## src/rtl/tdm_pkg.sv

```systemverilog
package tdm_pkg;

  // One decoded bit-clock event, in the system clock domain
  typedef struct packed {
    logic rise;   // bit clock rose this cycle
    logic fall;   // bit clock fell this cycle
    logic fs;     // synchronized frame sync level
    logic din;    // synchronized serial input level
  } bit_evt_t;

endpackage

```

## src/rtl/tdm_edge_sync.sv

```systemverilog
module tdm_edge_sync
  import tdm_pkg::*;
#(
  parameter int STAGES = 2
) (
  input  logic     clk,
  input  logic     rst_n,
  input  logic     bclk,
  input  logic     fsync,
  input  logic     sdin,
  output bit_evt_t evt
);

  localparam int LAST = STAGES - 1;

  // bit 0: bit clock, bit 1: frame sync, bit 2: serial input
  logic [STAGES-1:0][2:0] chain_q, chain_d;
  logic                   bclk_prev_q, bclk_prev_d;

  always_comb begin
    chain_d     = {chain_q[STAGES-2:0], {sdin, fsync, bclk}};
    bclk_prev_d = chain_q[LAST][0];
  end

  always_ff @(posedge clk or negedge rst_n) begin
    if (!rst_n) begin
      chain_q     <= '0;
      bclk_prev_q <= 1'b0;
    end else begin
      chain_q     <= chain_d;
      bclk_prev_q <= bclk_prev_d;
    end
  end

  always_comb begin
    evt.rise = chain_q[LAST][0] & ~bclk_prev_q;
    evt.fall = ~chain_q[LAST][0] & bclk_prev_q;
    evt.fs   = chain_q[LAST][1];
    evt.din  = chain_q[LAST][2];
  end

endmodule

```

## src/rtl/tdm_rx_deser.sv

```systemverilog
module tdm_rx_deser
  import tdm_pkg::*;
#(
  parameter int SLOT_BITS = 16,
  parameter int WORD_BITS = 24,
  parameter int SLOTS     = 2
) (
  input  logic                            clk,
  input  logic                            rst_n,
  input  bit_evt_t                        evt,
  input  logic                            rd_clr,
  input  logic                            st_clr,
  output logic [SLOTS-1:0][WORD_BITS-1:0] words,
  output logic                            frame_done,
  output logic                            overrun
);

  localparam int FRAME_BITS = SLOTS * SLOT_BITS;
  localparam int IDX_W      = $clog2(FRAME_BITS);
  localparam int SB_W       = $clog2(SLOT_BITS);
  localparam int PTR_W      = $clog2(SLOTS);
  localparam int PAD        = WORD_BITS - SLOT_BITS;

  logic                 armed_q, armed_d;
  logic [IDX_W-1:0]     idx_q, idx_d;
  logic [SLOT_BITS-1:0] shreg_q, shreg_d;
  logic [PTR_W-1:0]     ptr_q, ptr_d;
  logic [SLOTS-1:0]     unread_q, unread_d;
  logic                 ovr_q, ovr_d;
  logic                 done_q, done_d;
  logic [WORD_BITS-1:0] buf_q [SLOTS];

  logic                 sample, slot_end, last_slot, ovr_set;
  logic [SLOTS-1:0]     wr_vec;
  logic [WORD_BITS-1:0] word_d;
  logic                 unused_rise;

  assign unused_rise = evt.rise;

  always_comb begin
    sample    = evt.fall & armed_q;
    slot_end  = sample && (idx_q[SB_W-1:0] == SB_W'(SLOT_BITS - 1));
    last_slot = (idx_q[IDX_W-1:SB_W] == PTR_W'(SLOTS - 1));
    word_d    = {shreg_q[SLOT_BITS-2:0], evt.din, {PAD{1'b0}}};

    shreg_d = sample ? {shreg_q[SLOT_BITS-2:0], evt.din} : shreg_q;

    armed_d = armed_q;
    idx_d   = idx_q;
    if (evt.fall && evt.fs) begin
      armed_d = 1'b1;
      idx_d   = '0;
    end else if (sample) begin
      idx_d = idx_q + IDX_W'(1);
      if (idx_q == IDX_W'(FRAME_BITS - 1)) armed_d = 1'b0;
    end

    ptr_d = ptr_q;
    if (slot_end) begin
      if (last_slot || ptr_q == PTR_W'(SLOTS - 1)) ptr_d = '0;
      else                                         ptr_d = ptr_q + PTR_W'(1);
    end

    for (int i = 0; i < SLOTS; i++) begin
      wr_vec[i] = slot_end && (ptr_q == PTR_W'(i));
    end
    unread_d = wr_vec | (unread_q & ~{SLOTS{rd_clr}});
    ovr_set  = |(wr_vec & unread_q & ~{SLOTS{rd_clr}});
    ovr_d    = ovr_set | (ovr_q & ~st_clr);
    done_d   = slot_end & last_slot;
  end

  always_ff @(posedge clk or negedge rst_n) begin
    if (!rst_n) begin
      armed_q  <= 1'b0;
      idx_q    <= '0;
      shreg_q  <= '0;
      ptr_q    <= '0;
      unread_q <= '0;
      ovr_q    <= 1'b0;
      done_q   <= 1'b0;
    end else begin
      armed_q  <= armed_d;
      idx_q    <= idx_d;
      shreg_q  <= shreg_d;
      ptr_q    <= ptr_d;
      unread_q <= unread_d;
      ovr_q    <= ovr_d;
      done_q   <= done_d;
    end
  end

  for (genvar i = 0; i < SLOTS; i++) begin : g_slot
    always_ff @(posedge clk or negedge rst_n) begin
      if (!rst_n)         buf_q[i] <= '0;
      else if (wr_vec[i]) buf_q[i] <= word_d;
    end
    assign words[i] = buf_q[i];
  end

  assign frame_done = done_q;
  assign overrun    = ovr_q;

  // the frame-done strobe never lasts more than one clock
  assert_done_pulse_R5: assert property (@(posedge clk) disable iff (!rst_n)
    done_q |=> !done_q);

  // overrun only rises after a slot write
  assert_ovr_cause_R7: assert property (@(posedge clk) disable iff (!rst_n)
    $rose(ovr_q) |-> $past(|wr_vec));

  // after the last slot is captured, the pointer is home
  assert_rx_ptr_home_R9: assert property (@(posedge clk) disable iff (!rst_n)
    (slot_end && last_slot) |=> (ptr_q == '0));

endmodule

```

## src/rtl/tdm_tx_ser.sv

```systemverilog
module tdm_tx_ser
  import tdm_pkg::*;
#(
  parameter int SLOT_BITS = 16,
  parameter int WORD_BITS = 24,
  parameter int SLOTS     = 2
) (
  input  logic                            clk,
  input  logic                            rst_n,
  input  bit_evt_t                        evt,
  input  logic                            ld,
  input  logic [SLOTS-1:0][WORD_BITS-1:0] words,
  input  logic                            st_clr,
  output logic                            sdout,
  output logic                            underrun
);

  localparam int FRAME_BITS = SLOTS * SLOT_BITS;
  localparam int IDX_W      = $clog2(FRAME_BITS);
  localparam int SB_W       = $clog2(SLOT_BITS);
  localparam int PTR_W      = $clog2(SLOTS);
  localparam int PAD        = WORD_BITS - SLOT_BITS;

  logic                 start_q, start_d;
  logic                 active_q, active_d;
  logic [IDX_W-1:0]     idx_q, idx_d;
  logic [SLOT_BITS-1:0] shreg_q, shreg_d;
  logic                 sdout_q, sdout_d;
  logic [PTR_W-1:0]     ptr_q, ptr_d;
  logic [SLOTS-1:0]     pend_q, pend_d;
  logic                 udr_q, udr_d;
  logic [SLOT_BITS-1:0] tbuf_q [SLOTS];

  logic                 emit, slot_begin, last_slot, udr_set;
  logic [IDX_W-1:0]     bit_idx;
  logic [SLOT_BITS-1:0] sel_word;
  logic [SLOTS-1:0]     use_vec;
  logic [SLOTS*PAD-1:0] unused_low;
  logic                 unused_din;

  assign unused_din = evt.din;
  for (genvar i = 0; i < SLOTS; i++) begin : g_low
    assign unused_low[i*PAD +: PAD] = words[i][PAD-1:0];
  end

  always_comb begin
    start_d = start_q;
    if (evt.fall && evt.fs) start_d = 1'b1;
    else if (evt.rise)      start_d = 1'b0;

    emit       = evt.rise && (start_q || active_q);
    bit_idx    = start_q ? '0 : idx_q;
    slot_begin = emit && (bit_idx[SB_W-1:0] == '0);
    last_slot  = (bit_idx[IDX_W-1:SB_W] == PTR_W'(SLOTS - 1));
    sel_word   = tbuf_q[ptr_q];

    sdout_d  = sdout_q;
    shreg_d  = shreg_q;
    idx_d    = idx_q;
    active_d = active_q;
    if (emit) begin
      if (slot_begin) begin
        sdout_d = sel_word[SLOT_BITS-1];
        shreg_d = {sel_word[SLOT_BITS-2:0], 1'b0};
      end else begin
        sdout_d = shreg_q[SLOT_BITS-1];
        shreg_d = {shreg_q[SLOT_BITS-2:0], 1'b0};
      end
      idx_d    = bit_idx + IDX_W'(1);
      active_d = (bit_idx != IDX_W'(FRAME_BITS - 1));
    end else if (evt.rise) begin
      sdout_d  = 1'b0;
      active_d = 1'b0;
    end

    ptr_d = ptr_q;
    if (slot_begin) begin
      if (last_slot || ptr_q == PTR_W'(SLOTS - 1)) ptr_d = '0;
      else                                         ptr_d = ptr_q + PTR_W'(1);
    end

    for (int i = 0; i < SLOTS; i++) begin
      use_vec[i] = slot_begin && (ptr_q == PTR_W'(i));
    end
    pend_d  = {SLOTS{ld}} | (pend_q & ~use_vec);
    udr_set = |(use_vec & ~pend_q);
    udr_d   = udr_set | (udr_q & ~st_clr);
  end

  always_ff @(posedge clk or negedge rst_n) begin
    if (!rst_n) begin
      start_q  <= 1'b0;
      active_q <= 1'b0;
      idx_q    <= '0;
      shreg_q  <= '0;
      sdout_q  <= 1'b0;
      ptr_q    <= '0;
      pend_q   <= '0;
      udr_q    <= 1'b0;
    end else begin
      start_q  <= start_d;
      active_q <= active_d;
      idx_q    <= idx_d;
      shreg_q  <= shreg_d;
      sdout_q  <= sdout_d;
      ptr_q    <= ptr_d;
      pend_q   <= pend_d;
      udr_q    <= udr_d;
    end
  end

  for (genvar i = 0; i < SLOTS; i++) begin : g_buf
    always_ff @(posedge clk or negedge rst_n) begin
      if (!rst_n)  tbuf_q[i] <= '0;
      else if (ld) tbuf_q[i] <= words[i][WORD_BITS-1 -: SLOT_BITS];
    end
  end

  assign sdout    = sdout_q;
  assign underrun = udr_q;

  // the serial output only moves in the cycle after a rising bit clock
  assert_sdout_edge_R4: assert property (@(posedge clk) disable iff (!rst_n)
    !evt.rise |=> $stable(sdout_q));

  // underrun only rises after a slot has started
  assert_udr_cause_R6: assert property (@(posedge clk) disable iff (!rst_n)
    $rose(udr_q) |-> $past(slot_begin));

endmodule

```

## src/rtl/tdm_slot_port.sv

```systemverilog
module tdm_slot_port
  import tdm_pkg::*;
#(
  parameter int SLOT_BITS   = 16,
  parameter int WORD_BITS   = 24,
  parameter int SYNC_STAGES = 2
) (
  input  logic                 clk,
  input  logic                 rst_n,
  input  logic                 bclk,
  input  logic                 fsync,
  input  logic                 sdin,
  output logic                 sdout,
  input  logic [WORD_BITS-1:0] tx_left,
  input  logic [WORD_BITS-1:0] tx_right,
  input  logic                 tx_load,
  output logic [WORD_BITS-1:0] rx_left,
  output logic [WORD_BITS-1:0] rx_right,
  input  logic                 rx_read,
  output logic                 frame_done,
  input  logic                 status_clr,
  output logic                 tx_underrun,
  output logic                 rx_overrun
);

  localparam int SLOTS = 2;

  logic [1:0] rst_sync_q;
  logic       rst_core_n;

  always_ff @(posedge clk or negedge rst_n) begin
    if (!rst_n) rst_sync_q <= '0;
    else        rst_sync_q <= {rst_sync_q[0], 1'b1};
  end
  assign rst_core_n = rst_sync_q[1];

  bit_evt_t                        evt;
  logic [SLOTS-1:0][WORD_BITS-1:0] rx_words;
  logic [SLOTS-1:0][WORD_BITS-1:0] tx_words;

  assign tx_words = {tx_right, tx_left};

  tdm_edge_sync #(.STAGES(SYNC_STAGES)) u_sync (
    .clk   (clk),
    .rst_n (rst_core_n),
    .bclk  (bclk),
    .fsync (fsync),
    .sdin  (sdin),
    .evt   (evt)
  );

  tdm_rx_deser #(.SLOT_BITS(SLOT_BITS), .WORD_BITS(WORD_BITS), .SLOTS(SLOTS)) u_rx (
    .clk        (clk),
    .rst_n      (rst_core_n),
    .evt        (evt),
    .rd_clr     (rx_read),
    .st_clr     (status_clr),
    .words      (rx_words),
    .frame_done (frame_done),
    .overrun    (rx_overrun)
  );

  tdm_tx_ser #(.SLOT_BITS(SLOT_BITS), .WORD_BITS(WORD_BITS), .SLOTS(SLOTS)) u_tx (
    .clk      (clk),
    .rst_n    (rst_core_n),
    .evt      (evt),
    .ld       (tx_load),
    .words    (tx_words),
    .st_clr   (status_clr),
    .sdout    (sdout),
    .underrun (tx_underrun)
  );

  assign rx_left  = rx_words[0];
  assign rx_right = rx_words[1];

endmodule

```

## config.mk

```make
export PLATFORM = sky130hd
export DESIGN_NAME = tdm_slot_port
export DESIGN_NICKNAME = d
export VERILOG_FILES = /design/src/rtl/tdm_pkg.sv /design/src/rtl/tdm_edge_sync.sv /design/src/rtl/tdm_rx_deser.sv /design/src/rtl/tdm_tx_ser.sv /design/src/rtl/tdm_slot_port.sv
export SDC_FILE = /design/constraint.sdc
export NUM_CORES = 1
export LEC_CHECK = 0
export BUFFER_PORTS_ARGS = -buffer_cell sky130_fd_sc_hd__buf_2
export CORE_MARGIN = 4
export CORE_UTILIZATION = 53
export CTS_CLUSTER_DIAMETER = 40
export DETAILED_ROUTE_END_ITERATION = 6
export GPL_TIMING_DRIVEN = 0
export PLACE_DENSITY = 0.77
export RECOVER_POWER = 25
export SYNTH_ARGS = -nofsm -noshare
export SYNTH_HDL_FRONTEND = slang
export SYNTH_SLANG_ARGS = --single-unit
```

## constraint.sdc

```tcl
create_clock -name clk -period 11.2 [get_ports clk]
set_input_delay 1.68 -clock clk [delete_from_list [all_inputs] [get_ports clk]]
set_output_delay 1.68 -clock clk [all_outputs]
set_load 0.005 [all_outputs]
```

==> results of run 1 <==
synthesized netlist by cell type, drive strengths merged, types with 2 or more instances:
cell type,n,area (sq um)
nor2,10,37.5
conb,2,7.51
a22o,2,17.5
a21oi,6,33.8
nand3,5,37.5
nand3b,3,35.0
ha,5,62.6
mux2,70,788
o31ai,3,22.5
clkbuf,3,11.3
a31oi,3,18.8
o21ai,5,25.0
a21o,3,22.5
a32o,3,30.0
inv,9,33.8
a221o,14,140
a211oi,16,165
nand2,51,199
buf,33,233
and3b,2,17.5
mux2i,16,160
dfrtp,126,3150
kinds of logic (layout without fill, tap and decap cells):
kind of cell | count (synthesis) | in the layout | synth area share [%]
flip-flops | 126 | 126 | 58.7
multiplexers | 86 | 86 | 17.6
AND/OR/NAND/NOR | 81 | 81 | 7.61
AO/OA/AOI/OAI | 58 | 58 | 9.29
buffers and inverters | 45 | 152 | 5.17
adder cells (fa/ha/maj) | 5 | 5 | 1.16
other | 2 | 17 | 0.140
XOR/XNOR | 2 | 2 | 0.326
worst paths after layout:
check                                        from              end  cells past startpoint
worst max-delay path                rst_sync_q[1]       u_rx.ptr_q                      1
worst min-delay path            u_sync.chain_d[5]    u_sync.evt[0]                      0
worst max register to register      rst_sync_q[1]       u_rx.ptr_q                      1
worst min register to register  u_sync.chain_d[5]    u_sync.evt[0]                      0
max in group clk                     u_rx.overrun       rx_overrun                      1
min in group asynchronous           rst_sync_q[1]  u_tx.shreg_q[4]                      0
where the power goes:
part | switching [mW] | internal, mW
registers | 0.0542 | 0.522
clock network | 0.199 | 0.322
logic | 0.103 | 0.0994
flip-flops by register name (all words and copies together), names as in the netlist, 2 cells and up:
| signal | count |
|---|---|
| u_rx.words | 32 |
| u_sync.evt | 2 |
| u_tx.pend_q | 2 |
| u_sync.chain_d | 3 |
| rst_sync_q | 2 |
| u_tx.tbuf_q | 32 |
| u_rx.unread_q | 2 |
| u_tx.shreg_q | 15 |
| u_tx.idx_q | 5 |
| u_rx.shreg_q | 15 |
| u_rx.idx_q | 5 |
area by class of cell:
cell class / count / area (sq um)
Tap cell: 133 / 166
Fill cell: 751 / 3280
Inverter: 9 / 33.8
Multi-Input combinational cell: 249 / 2000
Timing Repair Buffer: 75 / 373
Clock buffer: 19 / 432
Buffer: 36 / 243
Sequential cell: 126 / 3150
Clock inverter: 13 / 141
per-layer routing:
layer | up-vias | track usage [%]
met2 | 106 | 31.6
met3 | 8 | 5.57
li1 | 1632 | -
met5 | - | 0
met1 | 1686 | 24.3
met4 | 0 | 5.95
==> run summary, run 1 <==
================================================================================
Router iterations before antenna repair ...........................            5
Rows ..............................................................           36
Cell chain of the critical path ...................................     clkbuf_1
Maximum net fanout on the critical path ...........................           67
Utilization of the core after routing .............................        66.6%
Die H .............................................................       109 um
Cell area after synthesis ......................................... 0.00538 sq mm
Via count of the first global-routing pass ........................        3,603
RSZ-0062 raised after global routing ..............................        false
Grt total ovfl ....................................................            0
Effective utilization at floorplan ................................        54.7%
Number of resized instances in the post-cts repair step ...........            0
Most used DFF post-synth .......................................... sky130_fd_sc_hd__dfrtp_1
Average cell area after synthesis .................................   13.3 sq um
Worst hold margin .................................................     0.346 ns
Post-layout nets ..................................................          575
Total number of vias ..............................................        3,432
Startpoint types ..................................................     register
Global-route wire length before repair ............................    17,500 um
Hold Fails Final Rpt ..............................................            0
Setup crit end kind ...............................................    async pin
Achievable clock frequency ........................................      199 MHz
Placed inst area .................................................. 0.00600 sq mm
Routed length on met1 .............................................      4510 um
Number of synthesized register bits ...............................          126
CP Class ..........................................................    reg2async
Biggest cell delay along the critical path ........................      2.50 ns
Total placed cells including tap cells ............................          628
Final Instance Area ............................................... 0.00654 sq mm
TritonCTS clock tree ..............................................        built
I/O Buffers .......................................................           74
Synth async-reset ratio ...........................................         100%
IR Drop Worst-Case VDD ............................................   0.000117 V
Number of buffers and inverters on the critical path ..............            1
Most frequent cells in the layout ................................. 126 x sky130_fd_sc_hd__dfrtp_1, 81 x sky130_fd_sc_hd__buf_2, 58 x sky130_fd_sc_hd__mux2_2
Endpoint arrival time on the critical path ........................      4.88 ns
Yosys cell types ..................................................           46
Max_slew headroom .................................................        -127%
Setup TNS Final ...................................................         0 ns
Area growth from synthesis to layout ..............................        21.7%
Sum of internal, switching and leakage power ......................      1.30 mW
Routed length on met2 .............................................      5090 um
Worst EP required .................................................     11.04 ns
Vias per Instance .................................................         5.20
Synth warn ........................................................            0
CTS Buffer Depth ..................................................            2
Number of clock sinks .............................................          126
Initial antenna violation count ...................................            0
Routed Antenna Nets ...............................................            0
H-tree lvl count ..................................................            4
Share of layout cells above drive strength 1 ......................        39.5%
Io pins ...........................................................          108
Clock transition at path regs .....................................      0.06 ns
Hold buffer count at cts ..........................................            0
Worst path slowest cell ........................................... sky130_fd_sc_hd__clkbuf_1
Most common cell after layout, fill and taps aside ................ sky130_fd_sc_hd__dfrtp_1
Final Critical Period .............................................      5.04 ns
Outcome ........................................................... finished, violations left
Largest net degree at the start of global routing .................           68
Total CTS buffers .................................................           17
Number of instances in the synthesized netlist ....................          405
Cell type group with the largest total delay on the critical path . buffers and inverters
Final worst-path cycle share ......................................        45.0%
Standby leakage power .............................................      3.32 nW
Worst-skew pair later-pin latency .................................      0.51 ns
Number of max-cap violations ......................................            2
Final weighted congestion of routability-driven global placement ..        0.838
Worst-margin pin slew .............................................      3.41 ns
DRC violation total after the first TritonRoute iteration .........          155
Top Layer Used ....................................................         met4
CTS root buf ...................................................... sky130_fd_sc_hd__clkbuf_8
Total wire length .................................................    10,300 um
GRT Util Overall ..................................................        19.1%
Core area ......................................................... 0.00982 sq mm
Number of enable flip-flop cells after synthesis ..................            0
Power density over the cells ......................................  199 mW/mm^2
DP HPWL ...........................................................      6980 um
Placement-stage worst setup slack .................................      8.30 ns
Failing checks .................................................... capacitance limit, slew limit
Number of DRC violations after detailed routing ...................            0
Total die area .................................................... 0.0118 sq mm
Setup ws final ....................................................      6.16 ns
Final setup fails .................................................            0
Layout Skew .......................................................    0.0113 ns
Number of inserted diodes .........................................            0
Die Span X ........................................................       109 um
Proportion of synthesized chip area in sequential cells ...........        58.7%
Total count of max-transition violations in the final report ......          127
Slack of the worst reg-to-reg path ................................      6.16 ns
Fin cells .........................................................          660
Class of the most critical hold timing path .......................      reg2reg
Length of routed met3 wiring ......................................       563 um
Final routed wire length divided by cell count ....................      15.6 um
Number of buffers inserted by post-CTS setup repair ...............            0
================================================================================
Note: power is estimated with default switching activity, not from simulation.
==> inputs of run 2 (changes only) <==
Clock period 11.2 ns to 5.2 ns, I/O delays scaled along.
==> run 2 against run 1 <==
Effect of this change: the run still ends with capacitance limit, slew limit left; global-route usage unchanged; critical path depth up 8; die area unchanged; sequential power is 120% higher; worst setup slack worse by 3.6 ns; hold slack worse by 0.31 ns; clock power up 110%; combinational power up 120%; non-clock buffer count stayed put; via count increased by 0.41%.
==> run summary, run 2 (synthesis results as in run 1) <==
===============================================================================
Outcome .......................................................... finished, violations left
Failing checks ................................................... capacitance limit, slew limit
Final weighted congestion of routability-driven global placement .        0.838   unchanged
Total number of vias .............................................        3,446   +0.41%
Number of buffers inserted by post-CTS setup repair ..............            0   unchanged
Achievable clock frequency .......................................      379 MHz   +91%
GRT Util Overall .................................................        19.1%   unchanged
Io pins ..........................................................          108   unchanged
Multi-input gate area ............................................ 0.00200 sq mm   unchanged
Routed Antenna Nets ..............................................            0   unchanged
Placed inst area ................................................. 0.00600 sq mm   unchanged
I/O Buffers ......................................................           74   unchanged
Rows .............................................................           36   unchanged
Total wire length ................................................    10,300 um   +0.43%
Number of resized instances in the post-cts repair step ..........            0   unchanged
Initial antenna violation count ..................................            0   unchanged
Standby leakage power ............................................      3.33 nW   +0.26%
Startpoint types .................................................     register
Number of inserted diodes ........................................            0   unchanged
Global-route wire length before repair ...........................    17,500 um   unchanged
Storage element area ............................................. 0.00315 sq mm   unchanged
Maximum net fanout on the critical path ..........................           10   -85%
Grt total ovfl ...................................................            0   unchanged
Final routed wire length divided by cell count ...................      15.6 um   +0.43%
Worst-margin pin slew ............................................      2.33 ns   -1.08 ns
RSZ-0062 raised after global routing .............................        false
Layout Skew ......................................................    0.0143 ns   +0.00306 ns
CTS root buf ..................................................... sky130_fd_sc_hd__clkbuf_8
Worst EP required ................................................      5.59 ns   -5.45 ns
Die H ............................................................       109 um   unchanged
Effective utilization at floorplan ...............................        54.7%   unchanged
Share of layout cells above drive strength 1 .....................        39.5%   unchanged
Worst r2r src .................................................... u_tx.start_q
Number of max-cap violations .....................................            1   -1
CTS Buffer Depth .................................................            2   unchanged
Fillcell total ...................................................          748   -0.40%
DP HPWL ..........................................................      6980 um   unchanged
Clock transition at path regs ....................................      0.06 ns   about the same
Fin cells ........................................................          660   unchanged
Hold Fails Final Rpt .............................................            0   unchanged
Final Critical Period ............................................      2.64 ns   -2.40 ns
Core area ........................................................ 0.00982 sq mm   unchanged
Most common cell after layout, fill and taps aside ............... sky130_fd_sc_hd__dfrtp_1
Total CTS buffers ................................................           17   unchanged
Number of clock sinks ............................................          126   unchanged
Placement-stage worst setup slack ................................      2.65 ns   -5.65 ns
Via count of the first global-routing pass .......................        3,603   unchanged
Largest net degree at the start of global routing ................           68   unchanged
Total count of max-transition violations in the final report .....           58   -54%
Total die area ................................................... 0.0118 sq mm   unchanged
Most frequent cells in the layout ................................ 126 x sky130_fd_sc_hd__dfrtp_1, 80 x sky130_fd_sc_hd__buf_2, 58 x sky130_fd_sc_hd__mux2_2
CP Class .........................................................      reg2reg
Post-layout nets .................................................          575   unchanged
Setup TNS Final ..................................................         0 ns   unchanged
Setup crit start ................................................. u_tx.start_q
Utilization of the core after routing ............................        66.9%   +0.23 points
H-tree lvl count .................................................            4   unchanged
Die Span X .......................................................       109 um   unchanged
Router iterations before antenna repair ..........................            5   unchanged
Setup ws final ...................................................      2.56 ns   -3.60 ns
Area growth from synthesis to layout .............................        22.1%
Final Instance Area .............................................. 0.00657 sq mm   +0.34%
Slack of the worst reg-to-reg path ...............................      2.56 ns   -3.60 ns
Endpoint arrival time on the critical path .......................      3.03 ns   -1.85 ns
Number of DRC violations after detailed routing ..................            0   unchanged
Final worst-path cycle share .....................................        50.7%   +5.8 points
Vias per Instance ................................................         5.22   +0.41%
Setup crit end kind ..............................................     register
Final setup fails ................................................            0   unchanged
Class of the most critical hold timing path ......................     in2async
Total placed cells including tap cells ...........................          628   unchanged
Max_slew headroom ................................................       -55.2%   +72 points
IR Drop Worst-Case VDD ...........................................   0.000252 V   +120%
Power density over the cells .....................................  427 mW/mm^2   +110%
Hold buffer count at cts .........................................            0   unchanged
DRC violation total after the first TritonRoute iteration ........          140   -9.7%
Worst-skew pair later-pin latency ................................      0.52 ns   about the same
TritonCTS clock tree .............................................        built
===============================================================================
## run 2: worst paths after layout
path / end / cells after the start
hold / removal: rst_sync_q[0] / 1
setup / recovery: u_tx.shreg_q[13] / 9
setup reg to reg: u_tx.shreg_q[13] / 9
hold reg to reg: u_sync.evt[0] / 0
max in group asynchronous: u_tx.shreg_q[2] / 0
min in group clk: u_sync.evt[0] / 0
## run 2: power by group
| part | total (mW) | leakage, nW | internal (mW) | switching, mW |
|---|---|---|---|---|
| logic | 0.437 | 1.46 | 0.216 | 0.221 |
| clock network | 1.12 | 0.262 | 0.694 | 0.430 |
| registers | 1.24 | 1.61 | 1.12 | 0.118 |
## run 2: final cells by class
| type | instances | area share [%] |
|---|---|---|
| clock buffers | 19 | 6.58 |
| repair buffers | 75 | 6.04 |
| multi-input cells | 249 | 30.5 |
| clock inverters | 13 | 2.15 |
| plain buffers | 36 | 3.68 |
| flip-flops and latches | 126 | 48.0 |
| inverters | 9 | 0.515 |
| well taps | 133 | 2.53 |
## run 2: worst max-delay path: stages (launching register included)
cell	delay (ns)
sky130_fd_sc_hd__dfrtp_1	0.37
sky130_fd_sc_hd__clkbuf_1	0.21
sky130_fd_sc_hd__inv_1	0.11
sky130_fd_sc_hd__clkbuf_1	0.46
sky130_fd_sc_hd__nand2_1	0.16
sky130_fd_sc_hd__ha_1	0.24
sky130_fd_sc_hd__nand3b_1	0.33
sky130_fd_sc_hd__buf_4	0.28
sky130_fd_sc_hd__a211oi_2	0.06
sky130_fd_sc_hd__a221o_1	0.29
## run 2: metrics by stage
step | power [mW] | hold slack [ns]
final | 2.80 | 0.0348
after CTS | 2.83 | 0.0183
after floorplan | 1.56 | 0.331
after global placement | 1.66 | 0.334
after global routing | 2.94 | 0.0329
after detailed placement | 1.69 | 0.336
## run 2: metal layers
metal | part of all wire (%) | vias to the layer above | global-route usage (%)
met4 | 1.0 | 0 | 5.95
met1 | 44 | 1692 | 24.3
li1 | - | 1631 | -
met3 | 5.4 | 12 | 5.57
met2 | 50 | 111 | 31.6
met5 | 0 | - | 0
==> inputs of run 3 (changes only) <==
Settings changed: CORE_UTILIZATION 53 to 49, PLACE_DENSITY 0.77 to 0.75.
Clock period 5.2 ns to 2.2 ns, I/O delays scaled along.
==> run 3 against run 2 <==
Effect of this change: the run now ends clean; sequential power increased by 140%; hold slack improved by 0.015 ns; via count grew 0.87%; maximum frequency increased by 26%; critical path type unchanged; critical endpoint is now u_tx.shreg_q[7]; largest cell class unchanged; largest power group unchanged.
==> run summary, run 3 (synthesis results as in run 1) <==
===============================================================================
Outcome .......................................................... complete, no violations
Number of inserted diodes ........................................            0   unchanged
Placement-stage worst setup slack ................................    -0.348 ns   -3.00 ns
Hold Fails Final Rpt .............................................            0   unchanged
DP HPWL ..........................................................      7210 um   +3.4%
Standby leakage power ............................................      3.38 nW   +1.6%
TritonCTS clock tree .............................................        built
Vias per Instance ................................................         5.19   -0.63%
Total number of vias .............................................        3,476   +0.87%
Layout Skew ......................................................   0.00793 ns   -0.00640 ns
Number of DRC violations after detailed routing ..................            0   unchanged
Worst hold margin ................................................    0.0496 ns   +0.0148 ns
Combinational share of power .....................................        16.3%   +0.7 points
Die Span X .......................................................       113 um   +3.7%
Final routed wire length divided by cell count ...................      16.0 um   +2.5%
Router iterations before antenna repair ..........................            4   -1
DRC violation total after the first TritonRoute iteration ........          204   +46%
CP Class .........................................................      reg2reg
Final weighted congestion of routability-driven global placement .        0.800   -4.6%
Sum of internal, switching and leakage power .....................      6.81 mW   +140%
Routed Antenna Nets ..............................................            0   unchanged
Total placed cells including tap cells ...........................          631   +0.48%
CTS Buffer Depth .................................................            2   unchanged
Final worst-path cycle share .....................................        95.2%   +44 points
Power density over the cells ..................................... 1020 mW/mm^2   +140%
Final Critical Period ............................................      2.09 ns   -0.543 ns
Achievable clock frequency .......................................      477 MHz   +26%
Worst EP required ................................................      2.58 ns   -3.01 ns
Fraction of power spent switching nets ...........................        27.5%   +0.11 points
Core area ........................................................ 0.0105 sq mm   +7.0%
Utilization of the core after routing ............................        63.8%   -3.1 points
Max_slew headroom ................................................        12.9%   +68 points
Grt total ovfl ...................................................            0   unchanged
Most common cell after layout, fill and taps aside ............... sky130_fd_sc_hd__dfrtp_1
I/O Buffers ......................................................           74   unchanged
Setup crit end kind ..............................................     register
Cell internal pwr ................................................      4.93 mW   +140%
Endpoint arrival time on the critical path .......................      2.47 ns   -0.56 ns
Clock network fraction of design power ...........................        40.6%   +0.5 points
Area growth from synthesis to layout .............................        24.7%
Share of layout cells above drive strength 1 .....................        39.9%   +0.42 points
Via count of the first global-routing pass .......................        3,643   +1.1%
Effective utilization at floorplan ...............................        51.1%   -3.6 points
Post-layout nets .................................................          583   +1.4%
Total wire length ................................................    10,700 um   +4.0%
GRT Util Overall .................................................        17.6%   -1.5 points
Setup TNS Final ..................................................         0 ns   unchanged
Largest net degree at the start of global routing ................           68   unchanged
Number of max-cap violations .....................................            0   -1
Fillcell total ...................................................          816   +9.1%
Total CTS buffers ................................................           17   unchanged
H-tree lvl count .................................................            4   unchanged
Rows .............................................................           37   +2.8%
Final Instance Area .............................................. 0.00670 sq mm   +2.1%
Number of clock sinks ............................................          126   unchanged
Class of the most critical hold timing path ......................       in2reg
Multi-input gate area ............................................ 0.00203 sq mm   +1.6%
Global-route wire length before repair ...........................    17,900 um   +2.5%
Clock transition at path regs ....................................      0.06 ns   about the same
Total count of max-transition violations in the final report .....            0   -100%
Placed inst area ................................................. 0.00600 sq mm   about the same
Die H ............................................................       113 um   +3.7%
Fin cells ........................................................          670   +1.5%
Initial antenna violation count ..................................            0   unchanged
Startpoint types .................................................     register
Total die area ................................................... 0.0127 sq mm   +7.6%
Final setup fails ................................................            0   unchanged
Most frequent cells in the layout ................................ 125 x sky130_fd_sc_hd__dfrtp_1, 77 x sky130_fd_sc_hd__buf_2, 58 x sky130_fd_sc_hd__mux2_2
Flop pwr share ...................................................        43.1%   -1.2 points
RSZ-0062 raised after global routing .............................         true
Maximum net fanout on the critical path ..........................           10   unchanged
IR Drop Worst-Case VDD ...........................................   0.000629 V   +150%
Storage element area ............................................. 0.00315 sq mm   about the same
Io pins ..........................................................          108   unchanged
Setup ws final ...................................................     0.105 ns   -2.46 ns
Worst-margin pin slew ............................................      1.31 ns   -1.02 ns
CTS root buf ..................................................... sky130_fd_sc_hd__clkbuf_8
Worst-skew pair later-pin latency ................................      0.51 ns   about the same
NetSw ............................................................      1.87 mW   +140%
===============================================================================
run 3: changes by cell type in the layout (fill, tap and decap cells not counted), moves of 2 or more:
cell	before	now
sky130_fd_sc_hd__buf_6	4	8
sky130_fd_sc_hd__clkinvlp_4	6	4
sky130_fd_sc_hd__dlygate4sd3_1	0	4
sky130_fd_sc_hd__clkbuf_1	7	9
sky130_fd_sc_hd__buf_4	18	20
sky130_fd_sc_hd__buf_2	80	77
run 3: area by class of cell:
class	count	area share, %
inverters	9	0.504
clock buffers	18	6.24
plain buffers	36	3.77
repair buffers	83	7.08
well taps	136	2.54
flip-flops and latches	126	47.1
multi-input cells	249	30.3
clock inverters	13	2.46
run 3: what timing repair did:
action / CTS / global route
setup endpoints to repair: 20 / 16
pin swaps: 0 / 1
hold buffers: 4 / 0
resized for setup: 4 / 11
setup buffers: 4 / 0
endpoints found under the hold margin: 5 / 0
run 3: path summary, 6_finish.rpt:
check	start	end	slack (ns)	cells past startpoint
min in group asynchronous	rst_n	rst_sync_q[0]	0.13	2
worst max-delay path	u_tx.start_q	u_tx.shreg_q[7]	0.11	9
worst max register to register	u_tx.start_q	u_tx.shreg_q[7]	0.11	9
worst min register to register	u_sync.chain_d[4]	u_sync.evt[1]	0.35	0
max in group asynchronous	rst_sync_q[1]	u_rx.shreg_q[12]	0.71	1
worst min-delay path	tx_left[10]	u_tx.tbuf_q[18]	0.05	2
run 3: routing by layer:
| layer | up-vias | track usage, % | share of wire (%) |
|---|---|---|---|
| met1 | 1719 | 21.9 | 43 |
| met2 | 96 | 29.1 | 49 |
| li1 | 1648 | - | - |
| met4 | 0 | 5.69 | 1.3 |
| met3 | 13 | 5.67 | 5.9 |
| met5 | - | 0 | 0 |
run 3: power by group through the flow:
stage	Combinational, mW	Sequential (mW)	Clock, mW
after floorplan	0.796	2.89	0
after global placement	0.967	2.97	0
after detailed placement	1.03	2.96	0
after CTS	1.09	2.94	2.81
after global routing	1.21	2.98	2.92
final	1.11	2.94	2.76
run 3: critical path, cell delays in order (launching register included):
cell                       delay [ns]
sky130_fd_sc_hd__dfrtp_1         0.38
sky130_fd_sc_hd__buf_6           0.14
sky130_fd_sc_hd__inv_1           0.07
sky130_fd_sc_hd__buf_4           0.20
sky130_fd_sc_hd__nand2_1         0.13
sky130_fd_sc_hd__ha_4            0.19
sky130_fd_sc_hd__nand3b_1        0.24
sky130_fd_sc_hd__buf_6           0.22
sky130_fd_sc_hd__a211oi_2        0.08
sky130_fd_sc_hd__a221o_1         0.31
